==> config.mk <==
export PLATFORM = sky130hd
export DESIGN_NAME = page_share_classifier
export DESIGN_NICKNAME = d
export VERILOG_FILES = /design/src/rtl/pst_pkg.sv /design/src/rtl/pst_table.sv /design/src/rtl/pst_flush_seq.sv /design/src/rtl/page_share_classifier.sv
export SDC_FILE = /design/constraint.sdc
export NUM_CORES = 1
export LEC_CHECK = 0
export CAP_MARGIN = 20
export CORE_UTILIZATION = 60
export DETAILED_ROUTE_END_ITERATION = 10
export PLACE_DENSITY = 0.83
export SYNTH_ARGS = -nofsm -noshare
export SYNTH_HDL_FRONTEND = slang
export SYNTH_SLANG_ARGS = --single-unit
==> constraint.sdc <==
create_clock -name clk -period 11.4 [get_ports clk]
set_input_delay 2.28 -clock clk [delete_from_list [all_inputs] [get_ports clk]]
set_output_delay 2.28 -clock clk [all_outputs]
set_load 0.05 [all_outputs]
==> src/rtl/pst_pkg.sv <==
package pst_pkg;
  // Outcome of one table lookup for the request presented this cycle.
  typedef enum logic [2:0] {
    LK_SHARED    = 3'd0,  // hit on shared page
    LK_OWNED     = 3'd1,  // hit on private page, requester is owner
    LK_CROSS     = 3'd2,  // hit on private page, requester is another core
    LK_ALLOC     = 3'd3,  // miss, free slot available
    LK_EVICT_SH  = 3'd4,  // miss, table full, victim is shared
    LK_EVICT_PRV = 3'd5   // miss, table full, victim is private
  } lookup_e;
endpackage

==> src/rtl/pst_table.sv <==
module pst_table #(
  parameter int ENTRIES = 4,
  parameter int CORE_W  = 2,
  parameter int PAGE_W  = 20,
  localparam int IDX_W  = $clog2(ENTRIES)
) (
  input  logic              clk,
  input  logic              rst_n,
  input  logic [PAGE_W-1:0] lk_page,
  output logic              hit,
  output logic [IDX_W-1:0]  hit_idx,
  output logic              hit_shared,
  output logic [CORE_W-1:0] hit_owner,
  output logic              free_avail,
  output logic [IDX_W-1:0]  free_idx,
  output logic [IDX_W-1:0]  victim_idx,
  output logic              victim_shared,
  output logic [CORE_W-1:0] victim_owner,
  output logic [PAGE_W-1:0] victim_page,
  input  logic              wr_en,
  input  logic [IDX_W-1:0]  wr_idx,
  input  logic              wr_valid,
  input  logic              wr_shared,
  input  logic [CORE_W-1:0] wr_owner,
  input  logic [PAGE_W-1:0] wr_page,
  input  logic              adv_ptr
);
  logic [ENTRIES-1:0] valid_q, shared_q, match;
  logic [CORE_W-1:0]  owner_q [ENTRIES];
  logic [PAGE_W-1:0]  page_q  [ENTRIES];
  logic [IDX_W-1:0]   ptr_q, ptr_d;

  // Per-slot storage with explicit write enable.
  for (genvar e = 0; e < ENTRIES; e++) begin : g_slot
    logic we;
    assign we       = wr_en && (wr_idx == IDX_W'(e));
    assign match[e] = valid_q[e] && (page_q[e] == lk_page);

    always_ff @(posedge clk or negedge rst_n) begin
      if (!rst_n) begin
        valid_q[e]  <= 1'b0;
        shared_q[e] <= 1'b0;
        owner_q[e]  <= '0;
        page_q[e]   <= '0;
      end else if (we) begin
        valid_q[e]  <= wr_valid;
        shared_q[e] <= wr_shared;
        owner_q[e]  <= wr_owner;
        page_q[e]   <= wr_page;
      end
    end
  end

  // Hit and free-slot priority encoders (lowest index wins).
  always_comb begin
    hit        = 1'b0;
    hit_idx    = '0;
    free_avail = 1'b0;
    free_idx   = '0;
    for (int e = ENTRIES - 1; e >= 0; e--) begin
      if (match[e]) begin
        hit     = 1'b1;
        hit_idx = IDX_W'(e);
      end
      if (!valid_q[e]) begin
        free_avail = 1'b1;
        free_idx   = IDX_W'(e);
      end
    end
  end

  assign hit_shared    = shared_q[hit_idx];
  assign hit_owner     = owner_q[hit_idx];
  assign victim_idx    = ptr_q;
  assign victim_shared = shared_q[ptr_q];
  assign victim_owner  = owner_q[ptr_q];
  assign victim_page   = page_q[ptr_q];

  // Round-robin victim pointer.
  always_comb begin
    ptr_d = ptr_q;
    if (adv_ptr) begin
      ptr_d = (ptr_q == IDX_W'(ENTRIES - 1)) ? '0 : ptr_q + 1'b1;
    end
  end

  always_ff @(posedge clk or negedge rst_n) begin
    if (!rst_n) ptr_q <= '0;
    else        ptr_q <= ptr_d;
  end
endmodule

==> src/rtl/pst_flush_seq.sv <==
module pst_flush_seq #(
  parameter int CORE_W = 2,
  parameter int PAGE_W = 20,
  parameter int BLK_W  = 6
) (
  input  logic              clk,
  input  logic              rst_n,
  input  logic              start,
  input  logic [PAGE_W-1:0] start_page,
  input  logic [CORE_W-1:0] start_core,
  input  logic              fl_ready,
  output logic              fl_active,
  output logic [PAGE_W-1:0] fl_page,
  output logic [BLK_W-1:0]  fl_blk,
  output logic [CORE_W-1:0] fl_core
);
  logic              active_q, active_d;
  logic [BLK_W-1:0]  blk_q, blk_d;
  logic [PAGE_W-1:0] page_q, page_d;
  logic [CORE_W-1:0] core_q, core_d;

  always_comb begin
    active_d = active_q;
    blk_d    = blk_q;
    page_d   = page_q;
    core_d   = core_q;
    if (!active_q) begin
      if (start) begin
        active_d = 1'b1;
        blk_d    = '0;
        page_d   = start_page;
        core_d   = start_core;
      end
    end else if (fl_ready) begin
      if (&blk_q) active_d = 1'b0;
      else        blk_d    = blk_q + 1'b1;
    end
  end

  always_ff @(posedge clk or negedge rst_n) begin
    if (!rst_n) begin
      active_q <= 1'b0;
      blk_q    <= '0;
      page_q   <= '0;
      core_q   <= '0;
    end else begin
      active_q <= active_d;
      blk_q    <= blk_d;
      page_q   <= page_d;
      core_q   <= core_d;
    end
  end

  assign fl_active = active_q;
  assign fl_page   = page_q;
  assign fl_blk    = blk_q;
  assign fl_core   = core_q;
endmodule

==> src/rtl/page_share_classifier.sv <==
module page_share_classifier
  import pst_pkg::*;
#(
  parameter int ADDR_W     = 32,
  parameter int CORE_W     = 2,
  parameter int PAGE_BITS  = 12,
  parameter int BLOCK_BITS = 6,
  parameter int ENTRIES    = 4
) (
  input  logic              clk,
  input  logic              rst_n,
  input  logic              req_valid,
  input  logic [CORE_W-1:0] req_core,
  input  logic [ADDR_W-1:0] req_addr,
  output logic              req_ready,
  output logic              resp_coherent,
  output logic              flush_valid,
  output logic [CORE_W-1:0] flush_core,
  output logic [ADDR_W-1:0] flush_addr,
  input  logic              flush_ready
);
  localparam int PAGE_W = ADDR_W - PAGE_BITS;
  localparam int BLK_W  = PAGE_BITS - BLOCK_BITS;
  localparam int IDX_W  = $clog2(ENTRIES);

  logic [PAGE_W-1:0] page;
  logic              unused_offset;
  assign page          = req_addr[ADDR_W-1:PAGE_BITS];
  assign unused_offset = ^req_addr[PAGE_BITS-1:0];

  logic              hit, hit_shared, free_avail, victim_shared;
  logic [IDX_W-1:0]  hit_idx, free_idx, victim_idx;
  logic [CORE_W-1:0] hit_owner, victim_owner;
  logic [PAGE_W-1:0] victim_page;
  logic              wr_en, wr_valid, wr_shared, adv_ptr;
  logic [IDX_W-1:0]  wr_idx;
  logic [CORE_W-1:0] wr_owner;
  logic              fl_start;
  logic [PAGE_W-1:0] fl_start_page, fl_page;
  logic [CORE_W-1:0] fl_start_core;
  logic [BLK_W-1:0]  fl_blk;
  logic              busy, go;
  lookup_e           outcome;

  pst_table #(.ENTRIES(ENTRIES), .CORE_W(CORE_W), .PAGE_W(PAGE_W)) u_table (
    .clk, .rst_n,
    .lk_page(page),
    .hit, .hit_idx, .hit_shared, .hit_owner,
    .free_avail, .free_idx,
    .victim_idx, .victim_shared, .victim_owner, .victim_page,
    .wr_en, .wr_idx, .wr_valid, .wr_shared, .wr_owner,
    .wr_page(page),
    .adv_ptr
  );

  pst_flush_seq #(.CORE_W(CORE_W), .PAGE_W(PAGE_W), .BLK_W(BLK_W)) u_seq (
    .clk, .rst_n,
    .start(fl_start), .start_page(fl_start_page), .start_core(fl_start_core),
    .fl_ready(flush_ready),
    .fl_active(busy), .fl_page, .fl_blk, .fl_core(flush_core)
  );

  // Classify the presented request.
  always_comb begin
    if (hit) begin
      if (hit_shared)             outcome = LK_SHARED;
      else if (hit_owner == req_core) outcome = LK_OWNED;
      else                        outcome = LK_CROSS;
    end else if (free_avail)      outcome = LK_ALLOC;
    else if (victim_shared)       outcome = LK_EVICT_SH;
    else                          outcome = LK_EVICT_PRV;
  end

  assign go = req_valid && !busy;

  // Table update, pointer advance and recovery launch.
  always_comb begin
    wr_en         = 1'b0;
    wr_idx        = free_idx;
    wr_valid      = 1'b1;
    wr_shared     = 1'b0;
    wr_owner      = req_core;
    adv_ptr       = 1'b0;
    fl_start      = 1'b0;
    fl_start_page = page;
    fl_start_core = hit_owner;
    if (go) begin
      unique case (outcome)
        LK_CROSS: begin
          wr_en     = 1'b1;
          wr_idx    = hit_idx;
          wr_shared = 1'b1;
          wr_owner  = hit_owner;
          fl_start  = 1'b1;
        end
        LK_ALLOC: wr_en = 1'b1;
        LK_EVICT_SH: begin
          wr_en   = 1'b1;
          wr_idx  = victim_idx;
          adv_ptr = 1'b1;
        end
        LK_EVICT_PRV: begin
          wr_en         = 1'b1;
          wr_idx        = victim_idx;
          wr_valid      = 1'b0;
          adv_ptr       = 1'b1;
          fl_start      = 1'b1;
          fl_start_page = victim_page;
          fl_start_core = victim_owner;
        end
        default: ;
      endcase
    end
  end

  assign req_ready     = !busy && (!req_valid || outcome == LK_SHARED || outcome == LK_OWNED
                                   || outcome == LK_ALLOC || outcome == LK_EVICT_SH);
  assign resp_coherent = go && (outcome == LK_SHARED);
  assign flush_valid   = busy;
  assign flush_addr    = {fl_page, fl_blk, {BLOCK_BITS{1'b0}}};
endmodule

==> results of run 1 <==
## through the flow
step	area [sq um]	total power, uW	utilization, %	cells	hold slack [ps]
after floorplan	7370	1610	-	624	470
final	8500	2490	71.1	813	534
after global placement	7910	1900	66.1	783	510
after detailed placement	7910	1940	66.1	783	524
after global routing	8500	2610	71.1	813	550
after CTS	8500	2490	71.1	813	536
## final cells by class
class	count	area, sq um	share of cell area (%)
Multi-Input combinational cell	438	3910	46.0
Sequential cell	127	3180	37.4
Timing Repair Buffer	62	603	7.09
Clock buffer	25	515	6.06
Tap cell	147	184	2.16
Clock inverter	5	77.6	0.912
Inverter	9	33.8	0.397
## power by group through the flow
stage          combinational (uW)  clock, uW  sequential (uW)
2_1_floorplan                 654          0              959
3_3_place_gp                 1050          0              845
3_5_place_dp                 1070          0              866
4_1_cts                      1080        547              863
5_1_grt                      1160        565              891
6_report                     1080        541              867
## per-layer routing
layer | wire (um) | vias up | track usage, % | share of wire [%]
met5 | 0 | - | 0 | 0
met4 | 406 | 0 | 11.7 | 2.2
met3 | 1210 | 34 | 6.21 | 6.7
met2 | 8910 | 236 | 50.3 | 49
met1 | 7620 | 2599 | 41.4 | 42
li1 | - | 2316 | - | -
## flip-flops by register name (all words and copies together) (netlist names)
register,count
u_table.valid_q,4
u_table.page_q,80
u_seq.fl_core,2
u_table.victim_idx,2
u_seq.fl_active,1
u_table.shared_q,4
u_seq.fl_page,20
u_seq.fl_blk,6
u_table.owner_q,8
## worst max-delay path, stage by stage
cell and delay (ps):
clkdlybuf4s50_1 590, xnor2_1 430, nand4_1 160, nor4_1 860
a2111oi_0 270, o311a_1 390, o21ai_0 210, a41oi_2 220
mux2_2 310, a21oi_1 170, clkdlybuf4s50_1 820
## kinds of logic (layout without fill, tap and decap cells)
logic type | Yosys count | count (layout)
mux | 141 | 141
buf+inv | 59 | 101
fa+ha+maj | 2 | 2
simple gates | 147 | 147
flops | 127 | 127
xor+xnor | 85 | 85
compound gates | 57 | 57
other cells | 1 | 6
## layout by cell type, fill, tap and decap left out, types with 4 or more instances in the layout
cell type | netlist | layout
clkdlybuf4s50_1 | 0 | 55
mux2_2 | 41 | 41
a21oi_1 | 5 | 5
a31oi_1 | 5 | 5
o21ai_0 | 26 | 26
xor2_1 | 25 | 25
dfrtp_1 | 127 | 127
nand3_1 | 19 | 19
mux2_1 | 34 | 34
clkbuf_8 | 0 | 6
conb_1 | 1 | 6
buf_4 | 11 | 7
nand2_1 | 38 | 38
mux4_2 | 23 | 23
mux2i_1 | 24 | 24
mux2_4 | 19 | 19
and3_1 | 5 | 5
xnor2_1 | 60 | 60
inv_1 | 9 | 9
or4_1 | 4 | 4
nor2_1 | 14 | 13
nor4_1 | 11 | 11
nand4_1 | 22 | 22
clkbuf_16 | 0 | 17
nor3_1 | 6 | 6
## path summary, 6_finish.rpt
check	startpoint	endpoint	slack [ps]	depth (start not counted)
worst max-delay path	req_addr[18]	req_ready	2400	11
worst min-delay path	u_table.page_q[57]$_DFFE_PN0P_	u_table.page_q[57]$_DFFE_PN0P_	530	1
worst max register to register	u_table.page_q[26]$_DFFE_PN0P_	u_table.page_q[33]$_DFFE_PN0P_	5760	11
worst min register to register	u_table.page_q[57]$_DFFE_PN0P_	u_table.page_q[57]$_DFFE_PN0P_	530	1
max in group asynchronous	rst_n	u_table.page_q[28]$_DFFE_PN0P_	8070	2
min in group asynchronous	rst_n	u_seq.fl_page[3]$_DFFE_PN0P_	1900	1
==> flow_summary.toml, run 1 <==
[timing]
hold_viol = 0
setup_slack_ps = 2400
period_share_pct = 79.0
finalSetupViolations = 0
min_period_ps = 9000
slew_viol_final = 0
rsz0062_at_grt = "false"
worst_pin_slew_ps = 1080
max_freq_mhz = 111
clock_skew_ps = 10.8
slew_headroom_pct = 27.7
setup_tns_ps = 0

[run]
max_cap_viol_count = 0

[floorplan]
dieArea_sq_mm = 0.0127
die_h_um = 113
rows = 40
pin_count = 75
core_sq_mm = 0.0120
die_w_um = 113
start_util_pct = 61.5

[pwr]
pwr-share-comb_pct = 43.4
powerDensity_mw_per_mm2 = 293
power.switching_uw = 961
clockPowerShare_pct = 21.7
ir_worst_vdd_mv = 0.141
p_int_uw = 1530
p_seq_share_pct = 34.8
p_leak_uw = 0.00356
p_sw_share_pct = 38.6

[detailed_routing]
drtPass1Iterations = 5
viasPerCell = 6.38
drtIter0Drc = 375
routedWlPerCell_um = 22.3
vias = 5185
post-route-drc-count = 0
routed_wl_mm = 18.1
ant_nets = 0

[cts]
clk-insertion-delay-late_ps = 420
cts_num_sinks = 127
cts_buffers = 17
clk_pin_slew_ps = 50
cts_tree = "done"
ctsHtreeMaxLevel = 4
root_buffer = "clkbuf_16"
hold_buffers = 0
ctsLongestPathBuffers = 2
ctsResizeCount = 0
cts_setup_buffers = 0

[hold_path]
min_path_type = "reg -> reg"

[worst_setup_path]
crit_arrival_ps = 6720
start_kind = "input pin"
crit_required_ps = 9120
cp-end-kind = "primary output"
path_class = "in -> out"
crit_path_max_fanout = 9

[global_route]
grt-ovfl-total = 0
grt_max_degree = 74
grt_pass1_vias = 5332
antenna_found_initial = 0
grt_usage_pct = 31.0
grt_pass1_wl_mm = 29.4

[placed_design]
pre_cts_ws_ps = 2440
place_congestion = 0.984
port_buffers = 56
hpwlAfterDp_mm = 12.4

[synthesis]
synth-seq-area-share_pct = 43.2
async_flop_share_pct = 100
synthMostInstantiatedCell = "dfrtp_1"
synth_top_area_share_pct = 43.2
synth_compound_area_share_pct = 5.58
synth_cell_types = 61
synth_area_sq_mm = 0.00735
synth_edf_count = 0
synthAdderAreaFrac_pct = 0.340
synth.largest_area_cell = "dfrtp_1"
synth_commonest_cells = "dfrtp_1, xnor2_1, mux2_2"
muxShareOfSynthArea_pct = 25.7
yosys_warnings = 0
synthTopCellsByArea = "dfrtp_1, xnor2_1, mux4_2"
syn-mean-instance-area_sq_um = 11.9
synth_xor_xnor_area_share_pct = 10.1
synthSimpleGateAreaFrac_pct = 11.0
synth-seq-cells = 127
synth_top_family_by_area = "multiplexers"
syn_inst = 619
synth_flop_cell = "dfrtp_1"

[cells_and_area]
antenna_cells = 0
final_layout_size_suffix_gt1_share_pct = 19.8
fillerInstances = 832
layout.nets = 695
synthToLayoutAreaGrowth_pct = 15.6

[status]
status = "complete, no violations"
Note: power is estimated with default switching activity, not from simulation.
==> inputs of run 2 (changes only) <==
--- a/config.mk
+++ b/config.mk
@@ -6,9 +6,9 @@
 export NUM_CORES = 1
 export LEC_CHECK = 0
 export CAP_MARGIN = 20
-export CORE_UTILIZATION = 60
+export CORE_UTILIZATION = 58
 export DETAILED_ROUTE_END_ITERATION = 10
-export PLACE_DENSITY = 0.83
+export PLACE_DENSITY = 0.8
 export SYNTH_ARGS = -nofsm -noshare
 export SYNTH_HDL_FRONTEND = slang
 export SYNTH_SLANG_ARGS = --single-unit
==> constraint.sdc (replaced) <==
create_clock -name clk -period 9.29 [get_ports clk]
set_input_delay 1.858 -clock clk [delete_from_list [all_inputs] [get_ports clk]]
set_output_delay 1.858 -clock clk [all_outputs]
set_load 0.05 [all_outputs]
==> run 2 against run 1 <==
Effect of this change: clock-buffer cell count decreased by 3; sequential share of layout area down 0.21 points; design area increased by 0.57%; sequential cell count is the same; register-to-register slack got worse by 2300 ps; wire length rose by 1.6%; global-route usage fell by 0.37 points; clock power grew 28%; power rose by 24%; die area grew 3.4%; first-iteration DRC count increased by 13%; sequential power grew 22%; critical path type unchanged; largest power group unchanged.
==> flow_summary.toml, run 2 (synthesized netlist as in run 1, its figures left out) <==
[status]
status = "complete, no violations"

[floorplan]
rows = 40
start_util_pct = 60.5
pin_count = 75
die_w_um = 115
core_sq_mm = 0.0122
die_h_um = 115
dieArea_sq_mm = 0.0131

[pwr]
clockPowerShare_pct = 22.4
ir_worst_vdd_mv = 0.204
pwr-share-comb_pct = 43.1
p_int_uw = 1890
p_sw_share_pct = 38.9
p_leak_uw = 0.00356
p_seq_share_pct = 34.4
power.switching_uw = 1200
powerDensity_mw_per_mm2 = 361
total_power_uw = 3090

[timing]
setup_tns_ps = 0
clock_skew_ps = 7.87
finalSetupViolations = 0
hold_ws_ps = 528
slew_headroom_pct = 26.1
rsz0062_at_grt = "false"
hold_viol = 0
worst_pin_slew_ps = 1110
max_freq_mhz = 122
period_share_pct = 88.3
min_period_ps = 8210
slew_viol_final = 0

[global_route]
grtUsageMet2_pct = 49.5
grt_util_met1_pct = 39.5
met3_usage_pct = 6.88
antenna_found_initial = 0
grt_usage_pct = 30.6
grt_pass1_wl_mm = 29.2
grt_pass1_vias = 5319
grt_max_degree = 72
grt_busiest_layer = "met2"
grt-ovfl-total = 0

[worst_setup_path]
crit_arrival_ps = 6350
crit_required_ps = 7430
r2r_slack_ps = 3510
critical_path_buf_inv_count = 2
reg2regPathDepth = 11
slowest_stage = "nor4_1"
slowest_delay_ps = 820
path_class = "in -> out"
cp-end-kind = "primary output"
crit_path_max_fanout = 9
r2r-start = "u_table.page_q[26]$_DFFE_PN0P_"
r2r_end = "u_table.page_q[39]$_DFFE_PN0P_"
cpMostUsedCell = "clkdlybuf4s50_1"
cp_top_family = "buffers and inverters"
crit_chain = "clkdlybuf4s50_1, xnor2_1, nand4_1, nor4_1, a2111oi_0, o311a_1, o21ai_0, a41oi_2, mux2_2, a21oi_1, clkdlybuf4s50_1"
start_kind = "input pin"

[cts]
ctsLongestPathBuffers = 2
cts_num_sinks = 127
ctsHtreeMaxLevel = 4
root_buffer = "clkbuf_16"
clk_pin_slew_ps = 60
cts_buffers = 17
ctsResizeCount = 0
cts_tree = "done"
hold_buffers = 0
clk-insertion-delay-late_ps = 430
cts_setup_buffers = 0

[hold_path]
min_from = "u_table.owner_q[4]$_DFFE_PN0P_"
min_path_cells = 1
min_path_type = "reg -> reg"
min_to = "u_table.owner_q[4]$_DFFE_PN0P_"

[detailed_routing]
drtPass1Iterations = 5
post-route-drc-count = 0
drtIter0Drc = 425
viasPerCell = 6.20
vias = 5180
routedWlPerCell_um = 22.1
routed_wl_mm = 18.4
ant_nets = 0

[cells_and_area]
antenna_cells = 0
final_layout_size_suffix_gt1_share_pct = 20.2
final_cell_count_no_fill = 835
utilization_pct = 70.3
largest_register_ffs = 80
fillerInstances = 865
final_common_cell = "dfrtp_1"
layout.nets = 694
largest_register = "u_table.page_q"
synthToLayoutAreaGrowth_pct = 16.3
final_cell_mix = "dfrtp_1, xnor2_1, clkdlybuf4s50_1"

[placed_design]
place_congestion = 1.01
hpwlAfterDp_mm = 12.5
port_buffers = 56
dp_cells = 803

[run]
max_cap_viol_count = 0
run 2: changes by cell type in the layout (fill, tap and decap cells not counted), sizes merged:
cell      before  now
buf            7    6
bufinv         2    3
clkbuf        25   22
clkinv         2    5
clkinvlp       1    2
run 2: final cells by class:
class | count | area [sq um] | area share [%]
inverters | 9 | 33.8 | 0.395
flip-flops and latches | 127 | 3180 | 37.2
well taps | 168 | 210 | 2.46
clock buffers | 22 | 484 | 5.66
repair buffers | 61 | 596 | 6.96
clock inverters | 10 | 134 | 1.57
multi-input cells | 438 | 3920 | 45.8
run 2: how the worst max path moves through the flow:
stage                           end  depth (start not counted)          from  slack (ps)
after detailed placement  req_ready                         11  req_addr[18]        1210
final                     req_ready                         11  req_addr[18]        1080
after global routing      req_ready                         11  req_addr[18]         850
after CTS                 req_ready                         11  req_addr[18]        1190
after global placement    req_ready                         11  req_addr[19]        1340
after floorplan           req_ready                         10  req_addr[18]        2340
run 2: worst reg2reg max path, cell delays in order (launching register included):
cell and delay, ps:
dfrtp_1 410, xnor2_1 410, nand4_1 210, nor4_1 820
a2111oi_0 290, o311a_1 390, or3_1 330, a41oi_2 260
nand2_2 670, a2111oi_2 520, a21boi_4 920, mux2_2 440
run 2: per-stage QoR:
step,instance area (sq um),setup slack [ps]
after global routing,8550,846
after detailed placement,7940,1210
final,8550,1080
after global placement,7940,1340
after floorplan,7370,2340
after CTS,8550,1190
run 2: metal layers:
| metal | share of wire, % | up-vias | routed length, um |
|---|---|---|---|
| met1 | 43 | 2644 | 7850 |
| met3 | 5.6 | 45 | 1040 |
| met2 | 49 | 185 | 9010 |
| met4 | 2.9 | 0 | 535 |
| li1 | - | 2306 | - |
| met5 | 0 | - | 0 |
run 2: power groups by stage:
stage	Clock (uW)	Combinational, uW	Sequential [uW]
after CTS	701	1330	1060
after global routing	726	1420	1090
after detailed placement	0	1320	1060
after floorplan	0	803	1180
after global placement	0	1300	1040
final	693	1330	1060
==> inputs of run 3 (changes only) <==
--- a/config.mk
+++ b/config.mk
@@ -6,6 +6,7 @@
 export NUM_CORES = 1
 export LEC_CHECK = 0
 export CAP_MARGIN = 20
+export CORE_MARGIN = 3
 export CORE_UTILIZATION = 58
 export DETAILED_ROUTE_END_ITERATION = 10
 export PLACE_DENSITY = 0.8
==> run 3 against run 2 <==
Effect of this change: design area shrank 0.82%; largest cell class unchanged; sequential power is essentially flat; power shrank 2.1%; highest routed layer unchanged; maximum frequency grew 0.22%.
==> flow_summary.toml, run 3 (synthesized netlist as in run 1, its figures left out) <==
[cells_and_area]
antenna_cells = 0
synthToLayoutAreaGrowth_pct = 15.3
final_layout_size_suffix_gt1_share_pct = 19.7
final_common_cell = "dfrtp_1"
layout.nets = 694
design_area_sq_mm = 0.00848
largest_register_ffs = 80
final_cell_count_no_fill = 832
fillerInstances = 901
largest_register = "u_table.page_q"
final_cell_mix = "dfrtp_1, xnor2_1, clkdlybuf4s50_1"

[cts]
cts_tree = "done"
ctsResizeCount = 0
ctsLongestPathBuffers = 2
cts_setup_buffers = 0
cts_num_sinks = 127
root_buffer = "clkbuf_16"
clk_pin_slew_ps = 50
hold_buffers = 0
clk-insertion-delay-late_ps = 420
cts_buffers = 17
ctsHtreeMaxLevel = 4

[worst_setup_path]
slowest_delay_ps = 820
crit_path_max_fanout = 9
crit_arrival_ps = 6330
cp-end-kind = "primary output"
critical_path_buf_inv_count = 2
crit_required_ps = 7430
start_kind = "input pin"
slowest_stage = "clkdlybuf4s50_1"
crit_chain = "clkdlybuf4s50_1, xor2_1, or4_1, nor4_1, and2_0, or3_1, a31o_1, a41oi_2, mux2_2, a21oi_1, clkdlybuf4s50_1"
cp_top_family = "simple AND/OR/NAND/NOR gates"
path_class = "in -> out"
cpMostUsedCell = "clkdlybuf4s50_1"

[floorplan]
rows = 40
core_sq_mm = 0.0122
die_w_um = 119
die_h_um = 119
pin_count = 75
start_util_pct = 60.2
dieArea_sq_mm = 0.0141

[timing]
clock_skew_ps = 7.69
finalSetupViolations = 0
hold_ws_ps = 533
slew_viol_final = 0
setup_tns_ps = 0
rsz0062_at_grt = "false"
min_period_ps = 8190
worst_pin_slew_ps = 1110
period_share_pct = 88.1
max_freq_mhz = 122
hold_viol = 0
slew_headroom_pct = 25.8

[detailed_routing]
drtIter0Drc = 417
routed_wl_mm = 18.7
post-route-drc-count = 0
viasPerCell = 6.20
ant_nets = 0
vias = 5161
routedWlPerCell_um = 22.5
drtPass1Iterations = 5

[global_route]
grt-ovfl-total = 0
grt_pass1_wl_mm = 30.0
grt_pass1_vias = 5246
antenna_found_initial = 0
grt_usage_pct = 27.7
grt_max_degree = 73

[run]
max_cap_viol_count = 0

[placed_design]
place_congestion = 0.993
dp_cells = 803
hpwlAfterDp_mm = 12.9
dpl_cell_area_sq_mm = 0.00794
port_buffers = 56

[pwr]
p_int_uw = 1830
power.switching_uw = 1200
p_seq_share_pct = 35.2
powerDensity_mw_per_mm2 = 357
ir_worst_vdd_mv = 0.209
clockPowerShare_pct = 20.6
p_leak_uw = 0.00353
pwr-share-comb_pct = 44.2
p_sw_share_pct = 39.5

[hold_path]
min_path_type = "reg -> reg"

[status]
status = "complete, no violations"
-- run 3: cell count changes in the layout (fill, tap and decap cells not counted) --
cell	before	now
clkinv_2	4	3
clkbuf_1	1	2
bufinv_16	3	1
clkinv_4	1	0
-- run 3: routing by layer --
layer / global-route usage, % / wire (um) / vias up
li1: - / - / 2306
met1: 37.1 / 8220 / 2664
met2: 45.8 / 9400 / 163
met3: 5.36 / 810 / 28
met4: 8.40 / 311 / 0
met5: 0 / 0 / -
-- run 3: path summary, 6_finish.rpt --
kind / from / endpoint / slack, ps / depth (start not counted)
hold reg to reg: u_table.page_q[56]$_DFFE_PN0P_ / u_table.page_q[56]$_DFFE_PN0P_ / 530 / 1
setup reg to reg: u_table.page_q[47]$_DFFE_PN0P_ / u_table.owner_q[3]$_DFFE_PN0P_ / 3540 / 11
setup / recovery: req_addr[28] / req_ready / 1100 / 11
hold / removal: u_table.page_q[56]$_DFFE_PN0P_ / u_table.page_q[56]$_DFFE_PN0P_ / 530 / 1
max in group asynchronous: rst_n / u_table.page_q[37]$_DFFE_PN0P_ / 6420 / 2
min in group asynchronous: rst_n / u_table.page_q[66]$_DFFE_PN0P_ / 1490 / 1
-- run 3: final cells by class --
type / count / area, sq um / area share, %
clock inverter: 6 / 60.1 / 0.708
timing repair buffer: 61 / 596 / 7.02
clock buffer: 23 / 488 / 5.75
multi-input combinational: 438 / 3920 / 46.2
inverter: 9 / 33.8 / 0.398
tap: 168 / 210 / 2.48
sequential: 127 / 3180 / 37.5
-- run 3: power by group through the flow --
stage / clock network (uW) / registers (uW) / logic (uW)
after floorplan: 0 / 1180 / 803
after global placement: 0 / 1040 / 1300
after detailed placement: 0 / 1060 / 1330
after CTS: 633 / 1060 / 1340
after global routing: 662 / 1100 / 1420
final: 625 / 1060 / 1340
-- run 3: worst register-to-register path: stages (launching register included) --
cell	delay, ps
dfrtp_1	410
xor2_1	200
or4_1	550
nor4_1	800
and2_0	390
o311a_1	260
o21ai_0	110
a41oi_2	320
nand2_2	690
a2111oi_2	540
a21boi_4	930
mux2_2	440
-- run 3: metrics by stage --
step	util [%]	power (uW)	setup slack, ps
finish	69.5	3030	1100
global route	69.5	3180	817
CTS	69.5	3030	1140
detailed placement	65.0	2390	1160
global placement	65.0	2340	1240
floorplan	-	1980	2340
